===== src/rtl/dstep_pkg.sv =====
package dstep_pkg;
    typedef enum logic [1:0] {
        ST_IDLE  = 2'd0,
        ST_STEP  = 2'd1,
        ST_WRITE = 2'd2,
        ST_TRAP  = 2'd3
    } dstep_state_e;

    typedef struct packed {
        logic n;
        logic z;
        logic v;
        logic c;
    } dstep_flags_t;
endpackage


===== src/rtl/dstep_addsub.sv =====
module dstep_addsub #(
    parameter int WIDTH = 32
) (
    input  logic [WIDTH-1:0] y_in,
    input  logic [WIDTH-1:0] rs1_in,
    input  logic [WIDTH-1:0] divisor_in,
    input  logic             sign,
    output logic [WIDTH-1:0] sum,
    output logic             carry
);
    logic [WIDTH-1:0] remainder;
    logic [WIDTH-1:0] addend;

    always_comb begin
        remainder = {y_in[WIDTH-2:0], rs1_in[WIDTH-1]};
        addend    = sign ? divisor_in : (~divisor_in + {{(WIDTH-1){1'b0}}, 1'b1});
        sum       = remainder + addend;
        carry     = (sum < remainder) || (sum < addend);
    end
endmodule


===== src/rtl/dstep_flags.sv =====
module dstep_flags
    import dstep_pkg::*;
#(
    parameter int WIDTH = 32
) (
    input  logic [WIDTH-1:0] sum,
    input  logic             carry,
    input  logic             sign,
    input  logic             y_msb,
    output dstep_flags_t     flags,
    output logic             new_sign
);
    always_comb begin
        new_sign = (sign && !y_msb) || (!carry && (sign || !y_msb));
        flags.n  = sum[WIDTH-1];
        flags.z  = (sum == '0) && (sign == y_msb);
        flags.v  = new_sign ^ sum[WIDTH-1];
        flags.c  = carry;
    end
endmodule


===== src/rtl/dstep_unit.sv =====
module dstep_unit
    import dstep_pkg::*;
#(
    parameter int WIDTH = 32,
    parameter int IDX_W = 5
) (
    input  logic             clk,
    input  logic             rst_n,
    input  logic             step_en,
    input  logic             ext_en,
    input  logic [WIDTH-1:0] y_in,
    input  logic [WIDTH-1:0] rs1_in,
    input  logic [WIDTH-1:0] divisor_in,
    input  logic             n_in,
    input  logic             v_in,
    input  logic [IDX_W-1:0] rd_idx,
    output logic [WIDTH-1:0] y_o,
    output logic [WIDTH-1:0] rd_data_o,
    output logic             rd_wr_o,
    output logic             trap_o,
    output logic             n_o,
    output logic             z_o,
    output logic             v_o,
    output logic             c_o
);
    localparam int MSB = WIDTH - 1;

    dstep_state_e     state_q, state_d;
    logic             step_sign;
    logic [WIDTH-1:0] sum;
    logic             carry;
    logic             new_sign;
    dstep_flags_t     flags_d;
    dstep_flags_t     flags_q;
    logic             do_step;

    assign step_sign = n_in ^ v_in;
    assign do_step   = step_en && ext_en;

    dstep_addsub #(.WIDTH(WIDTH)) u_addsub (
        .y_in       (y_in),
        .rs1_in     (rs1_in),
        .divisor_in (divisor_in),
        .sign       (step_sign),
        .sum        (sum),
        .carry      (carry)
    );

    dstep_flags #(.WIDTH(WIDTH)) u_flags (
        .sum      (sum),
        .carry    (carry),
        .sign     (step_sign),
        .y_msb    (y_in[MSB]),
        .flags    (flags_d),
        .new_sign (new_sign)
    );

    // next-state decode
    always_comb begin
        state_d = ST_IDLE;
        unique case ({step_en, ext_en})
            2'b11:   state_d = (rd_idx != '0) ? ST_WRITE : ST_STEP;
            2'b10:   state_d = ST_TRAP;
            default: state_d = ST_IDLE;
        endcase
    end

    // state register
    always_ff @(posedge clk) begin
        if (!rst_n) state_q <= ST_IDLE;
        else        state_q <= state_d;
    end

    // registered data outputs
    always_ff @(posedge clk) begin
        if (!rst_n) begin
            y_o       <= '0;
            rd_data_o <= '0;
            flags_q   <= '0;
        end else if (do_step) begin
            y_o     <= sum;
            flags_q <= flags_d;
            if (rd_idx != '0)
                rd_data_o <= {rs1_in[MSB-1:0], ~new_sign};
        end
    end

    // status decode from state
    always_comb begin
        rd_wr_o = 1'b0;
        trap_o  = 1'b0;
        unique case (state_q)
            ST_WRITE: rd_wr_o = 1'b1;
            ST_TRAP:  trap_o  = 1'b1;
            default:  ;
        endcase
    end

    assign n_o = flags_q.n;
    assign z_o = flags_q.z;
    assign v_o = flags_q.v;
    assign c_o = flags_q.c;
endmodule


===== config.mk =====
export PLATFORM = sky130hd
export DESIGN_NAME = dstep_unit
export DESIGN_NICKNAME = d
export VERILOG_FILES = /design/src/rtl/dstep_pkg.sv /design/src/rtl/dstep_addsub.sv /design/src/rtl/dstep_flags.sv /design/src/rtl/dstep_unit.sv
export SDC_FILE = /design/constraint.sdc
export NUM_CORES = 1
export LEC_CHECK = 0
export BUFFER_PORTS_ARGS = -buffer_cell sky130_fd_sc_hd__clkbuf_2
export CAP_MARGIN = 20
export CORE_MARGIN = 10
export CORE_UTILIZATION = 30
export CTS_BUF_LIST = sky130_fd_sc_hd__clkbuf_4
export CTS_CLUSTER_DIAMETER = 150
export DETAILED_ROUTE_END_ITERATION = 8
export GPL_ROUTABILITY_DRIVEN = 0
export SLEW_MARGIN = 20
export SYNTH_ARGS = -nofsm -noshare
export SYNTH_HDL_FRONTEND = slang
export SYNTH_SLANG_ARGS = --single-unit

===== constraint.sdc =====
create_clock -name clk -period 12.8 [get_ports clk]
set_input_delay 1.92 -clock clk [delete_from_list [all_inputs] [get_ports clk]]
set_output_delay 1.92 -clock clk [all_outputs]
set_load 0.02 [all_outputs]

; Word level (Yosys, flattened, before mapping)
; Cells that the tools add are included.
[classes]
n_eq_ne = 5
n_bitwise = 4
magnitude_cmp = 2
muxes = 5
n_addsub = 2
reduce_logical = 12
[ops]
columns = cell, count
row1 = 32-bit less-than comparator, 2
row2 = "32-bit by 1-bit adder with 32-bit output, second input constant", 1
row3 = 32-bit adder, 1
row4 = 32-bit logical NOT, 1
row5 = 32-bit 2-to-1 mux, 1
row6 = 32-bit NOT, 1
row7 = "2-bit equality test, second input constant", 4
row8 = 5-bit nonzero test, 1
row9 = 1-bit logical AND, 4
row10 = 2-bit one-hot mux with 2 select lines, 1
row11 = 1-bit logical OR, 3
row12 = 1-bit logical NOT, 2
row13 = 1-bit 2-to-1 mux, 2
row14 = 2-bit 2-to-1 mux, 1
row15 = 2-bit AND reduction, 1
row16 = 1-bit XOR, 2
row17 = 1-bit equality test, 1
row18 = 1-bit NOT, 1
[totals]
regBits = 70

; Longest topological paths before layout
; Gate-level depths: netlist of run 1.
[depth]
depth_word = 10
ltp_mapped = 28
mapped_depth_nobuf = 27

; Hierarchy
; From an unflattened synthesis of run 1, not the netlist that was laid out.
[hier_totals]
cells_unflattened = 970
area_unflattened_um2 = 7403.4
[by_module_without_submodules]
columns = mod, area_per_inst_um2, cells_per_inst, n_inst
row1 = dstep_addsub, 3903.7, 558, 1
row2 = dstep_unit, 3335.7, 392, 1
row3 = dstep_flags, 163.9, 20, 1

; Worst setup path after synthesis of run 1
; OpenSTA, ideal clock, no wires.
[synth_path]
path_type = input to register
startpoint = input divisor_in[3]
endpoint = register flags_q, in the netlist v_o
path_buffers = 1
arrival_time_ns = 6.638
stages = 24
slack_ns = 6.030
setup_ns = 0.132
required_time_ns = 12.668
path_cell_list = or4_1 > nor4_2 > and2_1 > nor2_1 > xor2_1 > ha_1 > clkbuf_1 > nand4_1 > nor3_1 > a211oi_1 > a211oi_1 > mux2_2 > nor2_1 > ha_1 > a21o_1 > a21o_1 > a2111oi_0 > o21bai_1 > a21oi_1 > o211ai_1 > o31ai_1 > o21bai_1 > xnor2_1 > a21oi_1
[synth_between]
elab_chain_len = 10
elab_cells_between_ends = 11
cone_classes = 2 x add/sub / 2 x order compare / 1 x mux / 2 x bitwise / 4 x reduce/logical
[synth_lines]
columns = element, line
row1 = "start, declared", dstep_unit.sv:13  ; input logic [WIDTH-1:0] divisor_in,
row2 = 32-bit NOT, dstep_addsub.sv:16  ; addend = sign ? divisor_in : (~divisor_in + {{(WIDTH-1){1'b0}}, 1'b1});
row3 = 32-bit by 1-bit adder with 32-bit output, dstep_addsub.sv:16
row4 = 32-bit 2-to-1 mux *, dstep_addsub.sv:16
row5 = 32-bit adder *, dstep_addsub.sv:17  ; sum = remainder + addend;
row6 = via sum[25], dstep_unit.sv:30  ; logic [WIDTH-1:0] sum;
row7 = 32-bit less-than comparator, dstep_addsub.sv:18  ; carry = (sum < remainder) || (sum < addend);
row8 = 1-bit logical OR *, dstep_addsub.sv:18
row9 = 1-bit logical NOT *, dstep_flags.sv:14  ; new_sign = (sign && !y_msb) || (!carry && (sign || !y_msb));
row10 = 1-bit logical AND *, dstep_flags.sv:14
row11 = 1-bit logical OR *, dstep_flags.sv:14
row12 = 1-bit XOR *, dstep_flags.sv:17  ; flags.v = new_sign ^ sum[WIDTH-1];
row13 = "end signal, assigned", dstep_unit.sv:82  ; flags_q <= flags_d;
row14 = "end, declared", dstep_unit.sv:34  ; dstep_flags_t flags_q;
; The timed path passes the listed nets; every way through them passes the cells marked *.
; A chain may end at the register's enable or synchronous reset.

; Worst setup path after layout of run 1
[layout_path]
startpoint = input divisor_in[1]
endpoint = register flags_q, in the netlist v_o
; The elaborated chain is that of the path after synthesis.

==> results.py, run 1 <==
metrics = {
    "run_status": {
        "outcome": "complete, no violations",
    },
    "synthesis": {
        "synthFlopType": "dfxtp_1",
        "ys_warn_count": 0,
        "synth.ff_latch_count": 69,
        "ys_seq_area_share_pct": 20.3,
        "ys_types": 63,
        "syn_nets": 1124,
        "synth-edff-count": 0,
        "syn_avg_cell_area_um2": 7.38,
        "ys_async_sr_fraction_pct": 0,
        "yosysTopAreaCell": "dfxtp_1",
        "syn_area_um2": 6800,
        "synthCells": 921,
        "synthTopCellsByArea": "dfxtp_1, ha_1, nand2_1",
        "synth.top_cell.area_share_pct": 20.3,
    },
    "global_route": {
        "grt_pass1_vias": 6581,
        "antenna_found_initial": 0,
        "grt_max_degree": 70,
        "grt_pass1_wl_mm": 36.9,
        "grt_overflow": 0,
        "grt.total_usage_pct": 15.8,
    },
    "die": {
        "ios": 177,
        "die_area_um2": 29100,
        "core_area_um2": 22500,
        "die_height_um": 171,
        "initial_core_util_pct": 30.2,
        "die_w_um": 171,
        "rows": 55,
    },
    "final_layout": {
        "syn_to_final_growth_pct": 18.5,
        "stdcell_count": 1361,
        "diodes": 0,
        "final_cell_mix": "clkbuf_2, nand2_1, ha_1",
        "final_cell_area_um2": 8060,
        "final_common_cell": "clkbuf_2",
        "fin_nets": 1275,
        "drive_gt1_share_pct": 19.2,
    },
    "critical_path": {
        "reg2reg_depth": 3,
        "required_ps": 13080,
        "cp_common_cell": "a21oi_1",
        "rr_endpoint": "rd_data_o[0]",
        "critPathKind": "input port to flip-flop",
        "crit_slowest_cell": "nor4_1",
        "arrival_ps": 8420,
        "endpoint_kind": "flip-flop",
        "slowest_delay_ps": 590,
        "critical_path.max_fanout": 8,
        "cp-start-kind": "input port",
        "rr_startpoint": "rd_data_o[0]",
        "r2r_setup_slack_ps": 12080,
    },
    "route": {
        "vias": 7021,
        "routedWlPerCell_um": 17.6,
        "ant_nets": 0,
        "vias_per_cell": 5.16,
        "drc": 0,
        "firstDrtPassIters": 5,
        "routed_wl_mm": 23.9,
        "drtIter0Drc": 503,
    },
    "sta": {
        "fmax_mhz": 123,
        "fin_crit_ps": 8140,
        "grt_setup_unrepaired": "false",
        "setup_viol": 0,
        "tightestPinTransition_ps": 767,
        "slew_headroom_pct": 48.4,
        "finClkSkew_ps": 0,
        "period_share_pct": 63.6,
        "hold_violations": 0,
        "slew_viol_final": 0,
        "whs_ps": 466,
        "finalSetupTns_ps": 0,
    },
    "job": {
        "max_cap_viol_count": 0,
    },
    "worst_hold_path": {
        "hold_path_class": "flip-flop to flip-flop",
        "min_path_cells": 2,
        "hp-start": "y_o[30]",
        "min_to": "y_o[30]",
    },
    "power_and_ir_drop": {
        "p_leak_nw": 3.88,
        "ir_drop_uv": 44.7,
        "p_per_area_nw_per_um2": 125,
        "p_total_w": 0.00101,
    },
    "clock_tree": {
        "cts_buffer_depth": 2,
        "clkTransAtPathRegs_ps": 120,
        "cts_resized": 0,
        "cts-buffers-inserted": 9,
        "post_cts_buffers": 0,
        "cts_sinks": 69,
        "clk_latency_ps": 400,
        "cts-hold-fix-buffers": 0,
        "cts_tree": "built",
        "clockRootBuffer": "clkbuf_4",
        "cts_max_level": 3,
    },
    "placement": {
        "place_area_um2": 7920,
        "dpl.cell_count": 1346,
        "dp_hpwl_mm": 19.8,
        "port_buffers": 176,
    },
}
-- state kept, by name (all words and copies together), names as in the netlist --
register   count
state_q        2
z_o            1
y_o           32
v_o            1
rd_data_o     32
c_o            1
-- worst max-delay path: cells and delay by family --
kind	cells	cell delay, ps
and+or+nand+nor	7	1930
muxes	1	390
buffers and inverters	2	180
adders and majority gates	3	960
xor gates and xnor gates	2	330
AOI/OAI and AO/OA	12	2680
-- cell families after synthesis --
family	Yosys count	synth area share, %
compound gates	260	25.6
xor+xnor	56	7.32
fa+ha+maj	96	17.9
buf+inv	122	6.82
flops	69	20.3
mux	3	0.478
simple gates	315	21.6
-- per-layer routing --
| layer | track usage [%] | part of all wire [%] | vias to the layer above |
|---|---|---|---|
| li1 | - | - | 3536 |
| met1 | 20.8 | 46 | 3262 |
| met2 | 26.6 | 48 | 204 |
| met3 | 3.18 | 6.1 | 19 |
| met4 | 2.25 | 0.85 | 0 |
| met5 | 0 | 0 | - |
-- how the worst max path moves through the flow --
stage / slack (ps) / depth (start not counted) / start / endpoint
6_report: 4660 / 27 / divisor_in[1] / v_o
5_1_grt: 4400 / 27 / divisor_in[1] / v_o
4_1_cts: 4910 / 27 / divisor_in[1] / v_o
3_5_place_dp: 4480 / 27 / divisor_in[1] / v_o
3_3_place_gp: 4480 / 27 / divisor_in[1] / v_o
2_1_floorplan: 6030 / 24 / divisor_in[3] / v_o
-- per-stage QoR --
| step | util, % | setup slack (ps) |
|---|---|---|
| 4_1_cts | 35.8 | 4910 |
| 2_1_floorplan | - | 6030 |
| 6_report | 35.8 | 4660 |
| 5_1_grt | 35.8 | 4400 |
| 3_3_place_gp | 35.2 | 4480 |
| 3_5_place_dp | 35.2 | 4480 |
-- power breakdown --
group	leakage (nW)	total [W]	switching (W)	internal, W
clock	0.0682	0.000141	0.0000821	0.0000585
sequential	0.565	0.000241	0.00000925	0.000231
combinational	3.25	0.000628	0.000390	0.000238
total	3.88	0.00101	0.000481	0.000528
-- cells in the mapped netlist, types with 15 or more instances --
master    number
inv_1         80
a21o_1        23
xor2_1        23
o21ai_1       15
a21boi_0      51
dfxtp_1       69
clkbuf_1      36
nor3_1        17
a21oi_1       57
o21ai_0       36
ha_1          94
nand4_1       16
xnor2_1       32
nor2_1        59
nand2_1      148
-- final cells by class --
| type | count | area [µm²] |
|---|---|---|
| clock buffer | 9 | 67.6 |
| clock inverter | 6 | 63.8 |
| fill | 2432 | 14400 |
| inverter | 81 | 304 |
| multi-input combinational | 730 | 4960 |
| timing repair buffer | 181 | 918 |
| tap | 285 | 357 |
| sequential | 69 | 1380 |
Power figures use the tool's default switching activity.
==> run 2: changes to the inputs <==
==> constraint.sdc (replaced) <==
create_clock -name clk -period 7.6 [get_ports clk]
set_input_delay 1.14 -clock clk [delete_from_list [all_inputs] [get_ports clk]]
set_output_delay 1.14 -clock clk [all_outputs]
set_load 0.02 [all_outputs]
==> results.py, run 2 (synthesis results as in run 1) <==
metrics = {
    "placement": {
        "port_buffers": 176,
        "dp_hpwl_mm": 19.9,
    },
    "sta": {
        "grt_setup_unrepaired": "false",
        "period_share_pct": 88.4,
        "slew_viol_final": 0,
        "finClkSkew_ps": 0,
        "setup_viol": 0,
        "tightestPinTransition_ps": 764,
        "slew_headroom_pct": 48.8,
        "hold_violations": 0,
        "whs_ps": 465,
        "fmax_mhz": 149,
        "fin_crit_ps": 6720,
        "finalSetupTns_ps": 0,
    },
    "route": {
        "firstDrtPassIters": 4,
        "vias": 6955,
        "routedWlPerCell_um": 17.6,
        "routed_wl_mm": 24.0,
        "ant_nets": 0,
        "drc": 0,
        "drtIter0Drc": 475,
        "vias_per_cell": 5.10,
    },
    "die": {
        "die_height_um": 171,
        "ios": 177,
        "die_w_um": 171,
        "rows": 55,
        "core_area_um2": 22500,
        "initial_core_util_pct": 30.2,
        "die_area_um2": 29100,
    },
    "run_status": {
        "outcome": "complete, no violations",
    },
    "power_and_ir_drop": {
        "p_leak_nw": 3.89,
        "p_per_area_nw_per_um2": 210,
        "p_total_w": 0.00169,
        "ir_drop_uv": 62.8,
    },
    "critical_path": {
        "endpoint_kind": "flip-flop",
        "startpoint": "divisor_in[3]",
        "required_ps": 7890,
        "rr_startpoint": "rd_data_o[0]",
        "rr_endpoint": "rd_data_o[0]",
        "arrival_ps": 7010,
        "critPathKind": "input port to flip-flop",
        "r2r_setup_slack_ps": 6880,
        "cp-start-kind": "input port",
        "critical_path.max_fanout": 7,
        "endpoint": "v_o",
        "reg2reg_depth": 3,
    },
    "global_route": {
        "grt_overflow": 0,
        "grt.met2_usage_pct": 26.3,
        "grt.total_usage_pct": 15.8,
        "grt_use_met1_pct": 20.8,
        "use_met3_pct": 3.04,
        "grt_pass1_wl_mm": 36.5,
        "grt_pass1_vias": 6662,
        "busiest_layer": "met2",
        "grt_max_degree": 70,
        "antenna_found_initial": 1,
    },
    "final_layout": {
        "fin_nets": 1277,
        "reg.largest.list": "rd_data_o x32, y_o x32, state_q x2",
        "final_cell_mix": "clkbuf_2, nand2_1, ha_1",
        "drive_gt1_share_pct": 19.4,
        "utilization_pct": 35.9,
        "syn_to_final_growth_pct": 18.7,
        "final_common_cell": "clkbuf_2",
    },
    "clock_tree": {
        "post_cts_buffers": 0,
        "cts_sinks": 69,
        "clk_latency_ps": 410,
        "cts_tree": "built",
        "cts_resized": 0,
        "cts_max_level": 3,
        "clockRootBuffer": "clkbuf_4",
        "clkTransAtPathRegs_ps": 130,
        "cts_buffer_depth": 2,
        "cts-hold-fix-buffers": 0,
        "cts-buffers-inserted": 9,
    },
    "job": {
        "max_cap_viol_count": 0,
    },
    "worst_hold_path": {
        "hold_path_class": "flip-flop to flip-flop",
    },
}
==> run 2: worst min-delay path by stage <==
| stage | to | slack [ps] | startpoint | cells past startpoint |
|---|---|---|---|---|
| after floorplan | y_o[26] | 530 | y_o[26] | 2 |
| after global placement | y_o[30] | 450 | y_o[30] | 2 |
| after detailed placement | y_o[26] | 450 | y_o[26] | 2 |
| after CTS | y_o[26] | 470 | y_o[26] | 2 |
| after global routing | y_o[26] | 490 | y_o[26] | 2 |
| final | y_o[30] | 460 | y_o[30] | 2 |
==> run 2: cell type report <==
class / instances / area, µm²
Timing Repair Buffer: 183 / 933
Antenna cell: 1 / 2.50
Multi-Input combinational cell: 730 / 4960
Fill cell: 2420 / 14400
Tap cell: 285 / 357
Sequential cell: 69 / 1380
Inverter: 81 / 304
Clock buffer: 9 / 67.6
Clock inverter: 6 / 63.8
==> run 2: metrics by stage <==
step / cells / area [µm²] / setup WS, ps
final: 1364 / 8070 / 881
after global routing: 1364 / 8070 / 552
after CTS: 1363 / 8070 / 992
after detailed placement: 1348 / 7940 / 553
after global placement: 1348 / 7940 / 646
after floorplan: 921 / 6800 / 1610
==> run 2: critical path, stage by stage <==
cell,delay (ps)
clkbuf_2,100
or4_1,610
nor4_2,430
nand3b_1,330
o21ai_0,300
xnor2_1,120
ha_1,420
nand2_1,100
a21oi_1,280
nor2_1,70
a211oi_1,320
mux2_2,370
nor2_1,350
ha_1,330
a21o_1,190
a21o_1,170
a2111oi_0,420
o21bai_1,130
a21oi_1,190
o211ai_1,120
o31ai_1,130
o21bai_1,150
xnor2_1,150
a21oi_1,80
==> run 2: per-layer routing <==
metal  vias up  share of wire [%]  wire length [µm]
met2       184                 47             11200
met4         0                1.3               302
met5         -                  0                 0
met3        24                5.7              1370
li1       3552                  -                 -
met1      3195                 46             11000
==> run 2: power breakdown <==
part,internal (W),leakage [nW],switching (W)
registers,0.000390,0.565,0.0000154
clock network,0.0000984,0.0682,0.000139
logic,0.000402,3.26,0.000646
==> run 3: changes to the inputs <==
--- a/config.mk
+++ b/config.mk
@@ -5,13 +5,15 @@
 export SDC_FILE = /design/constraint.sdc
 export NUM_CORES = 1
 export LEC_CHECK = 0
-export BUFFER_PORTS_ARGS = -buffer_cell sky130_fd_sc_hd__clkbuf_2
+export ABC_AREA = 1
 export CAP_MARGIN = 20
+export CORE_ASPECT_RATIO = 1.5
 export CORE_MARGIN = 10
 export CORE_UTILIZATION = 30
 export CTS_BUF_LIST = sky130_fd_sc_hd__clkbuf_4
 export CTS_CLUSTER_DIAMETER = 150
 export DETAILED_ROUTE_END_ITERATION = 8
+export DONT_BUFFER_PORTS = 1
 export GPL_ROUTABILITY_DRIVEN = 0
 export SLEW_MARGIN = 20
 export SYNTH_ARGS = -nofsm -noshare
==> results.py, run 3 <==
metrics = {
    "final_layout": {
        "final_common_cell": "nand2_1",
        "fin_nets": 1486,
        "drive_gt1_share_pct": 4.89,
        "final_cell_mix": "nand2_1, inv_1, nor2_1",
        "final_cell_area_um2": 8100,
        "reg.largest.list": "rd_data_o x32, y_o x32, state_q x2",
        "syn_to_final_growth_pct": 6.10,
        "nFillCells": 2812,
    },
    "synthesis": {
        "synthXorXnorAreaFrac_pct": 4.57,
        "synth.top_cell.area_share_pct": 18.1,
        "ys_types": 41,
        "syn_nets": 1496,
        "synthFlopType": "dfxtp_1",
        "yosys.area_share.adder_pct": 15.9,
        "ys_seq_area_share_pct": 18.1,
        "syn_area_um2": 7630,
        "synthCells": 1293,
        "synth_top_family_by_area": "simple AND/OR/NAND/NOR gates",
        "ys_async_sr_fraction_pct": 0,
        "synth_compound_area_share_pct": 11.9,
        "synth_commonest_cells": "nand2_1, inv_1, nor2_1",
        "synth_simple_gate_area_share_pct": 35.1,
        "yosysMostFrequentCell": "nand2_1",
        "yosysTopAreaCell": "dfxtp_1",
        "ys_warn_count": 0,
        "syn_avg_cell_area_um2": 5.90,
        "synthMuxAreaShare_pct": 0,
        "synthTopCellsByArea": "dfxtp_1, nand2_1, ha_1",
        "synth-edff-count": 0,
        "synth.ff_latch_count": 69,
    },
    "placement": {
        "dp_hpwl_mm": 24.4,
        "dpl_worst_slack_ps": 1470,
        "place_area_um2": 7960,
        "port_buffers": 0,
    },
    "power_and_ir_drop": {
        "clock_power_share_pct": 15.6,
        "pwr-share-seq_pct": 29.1,
        "p_sw_w": 0.000795,
        "comb_power_share_pct": 55.4,
        "p_leak_nw": 4.52,
        "ir_drop_uv": 91.0,
        "p_sw_share_pct": 51.6,
        "internal-power_w": 0.000746,
        "p_per_area_nw_per_um2": 190,
    },
    "route": {
        "drtIter0Drc": 515,
        "drc": 0,
        "vias_per_cell": 4.87,
        "ant_nets": 0,
        "routedWlPerCell_um": 17.4,
        "firstDrtPassIters": 5,
        "vias": 7869,
        "routed_wl_mm": 28.2,
    },
    "global_route": {
        "grt_max_degree": 52,
        "grt_overflow": 0,
        "antenna_found_initial": 1,
        "grt.total_usage_pct": 17.0,
        "grt_pass1_vias": 7685,
        "grt_pass1_wl_mm": 42.7,
    },
    "sta": {
        "slew_viol_final": 0,
        "finClkSkew_ps": 0,
        "worst_slack_ps": 1920,
        "grt_setup_unrepaired": "false",
        "finalSetupTns_ps": 0,
        "slew_headroom_pct": 38.9,
        "fmax_mhz": 176,
        "period_share_pct": 74.8,
        "setup_viol": 0,
        "hold_violations": 0,
        "fin_crit_ps": 5680,
        "tightestPinTransition_ps": 914,
    },
    "critical_path": {
        "arrival_ps": 6070,
        "slowest_delay_ps": 510,
        "critical_path.max_fanout": 5,
        "required_ps": 7980,
        "cp_common_cell": "inv_1",
        "cp-start-kind": "input port",
        "crit_slowest_cell": "xnor2_1",
        "critPathKind": "input port to flip-flop",
        "endpoint_kind": "flip-flop",
    },
    "die": {
        "initial_core_util_pct": 30.5,
        "die_area_um2": 32300,
        "die_height_um": 215,
        "rows": 71,
        "die_w_um": 150,
        "ios": 177,
        "core_area_um2": 25100,
    },
    "clock_tree": {
        "cts-hold-fix-buffers": 0,
        "clk_latency_ps": 420,
        "clockRootBuffer": "clkbuf_4",
        "cts_buffer_depth": 2,
        "cts_tree": "built",
        "post_cts_buffers": 0,
        "clkTransAtPathRegs_ps": 140,
        "cts-buffers-inserted": 9,
        "cts_max_level": 3,
        "cts_resized": 0,
        "cts_sinks": 69,
    },
    "worst_hold_path": {
        "hold_path_class": "flip-flop to flip-flop",
    },
    "job": {
        "max_cap_viol_count": 0,
    },
    "run_status": {
        "outcome": "complete, no violations",
    },
}
[run 3: cell count changes in the layout (fill, tap and decap cells not counted), sizes merged, moves of 11 or more]
cell,before,now
xnor2,33,6
nor2,60,195
nand3,10,49
a211oi,15,0
a21boi,53,0
o21ai,51,74
clkbuf,185,9
inv,81,270
a21o,23,0
nand2,148,335
or4,11,0
[run 3: per-stage QoR]
stage                     hold slack [ps]  std cells  utilization, %  total power, W
after CTS                             599       1616            32.3         0.00155
after global placement                577       1600            31.8         0.00129
after detailed placement              580       1600            31.8         0.00130
after global routing                  611       1617            32.3         0.00169
after floorplan                       544       1293               -         0.00106
final                                 593       1617            32.3         0.00154
[run 3: kinds of logic after synthesis]
kind of cell / Yosys count
AOI/OAI and AO/OA: 164
xor gates and xnor gates: 39
buffers and inverters: 292
DFF: 69
and+or+nand+nor: 633
adders and majority gates: 96
[run 3: per-layer routing]
layer / part of all wire, % / vias to the layer above / wire length (µm) / track usage, %
li1: - / 4009 / - / -
met1: 33 / 3505 / 9270 / 15.5
met2: 52 / 265 / 14800 / 31.0
met3: 7.4 / 90 / 2080 / 4.79
met4: 7.4 / 0 / 2080 / 12.2
met5: 0 / - / 0 / 0
[run 3: path summary, 6_finish.rpt]
| check | from | end | slack (ps) | depth (start not counted) |
|---|---|---|---|---|
| worst max-delay path | divisor_in[0] | v_o | 1920 | 33 |
| worst min-delay path | rd_data_o[6] | rd_data_o[6] | 590 | 2 |
| worst max register to register | y_o[13] | y_o[13] | 6560 | 4 |
| worst min register to register | rd_data_o[6] | rd_data_o[6] | 590 | 2 |
[run 3: power groups by stage]
stage / combinational [W] / sequential, W / clock (W)
3_5_place_dp: 0.000846 / 0.000458 / 0
2_1_floorplan: 0.000618 / 0.000443 / 0
5_1_grt: 0.000973 / 0.000451 / 0.000262
3_3_place_gp: 0.000835 / 0.000457 / 0
4_1_cts: 0.000850 / 0.000450 / 0.000249
6_report: 0.000853 / 0.000448 / 0.000240
[run 3: critical path, delay by kind of cell]
family	cells	cell delay (ps)
and+or+nand+nor	19	2320
adders and majority gates	3	840
AOI/OAI and AO/OA	2	250
xor gates and xnor gates	2	910
buffers and inverters	7	600
[run 3: layout make-up]
cell class	instances	area [µm²]	area share, %
clock buffers	9	67.6	0.834
clock inverters	7	63.8	0.788
repair buffers	2	15.0	0.185
well taps	328	410	5.07
diodes	1	2.50	0.0309
flip-flops and latches	69	1380	17.1
inverters	269	1010	12.5
multi-input cells	932	5150	63.6
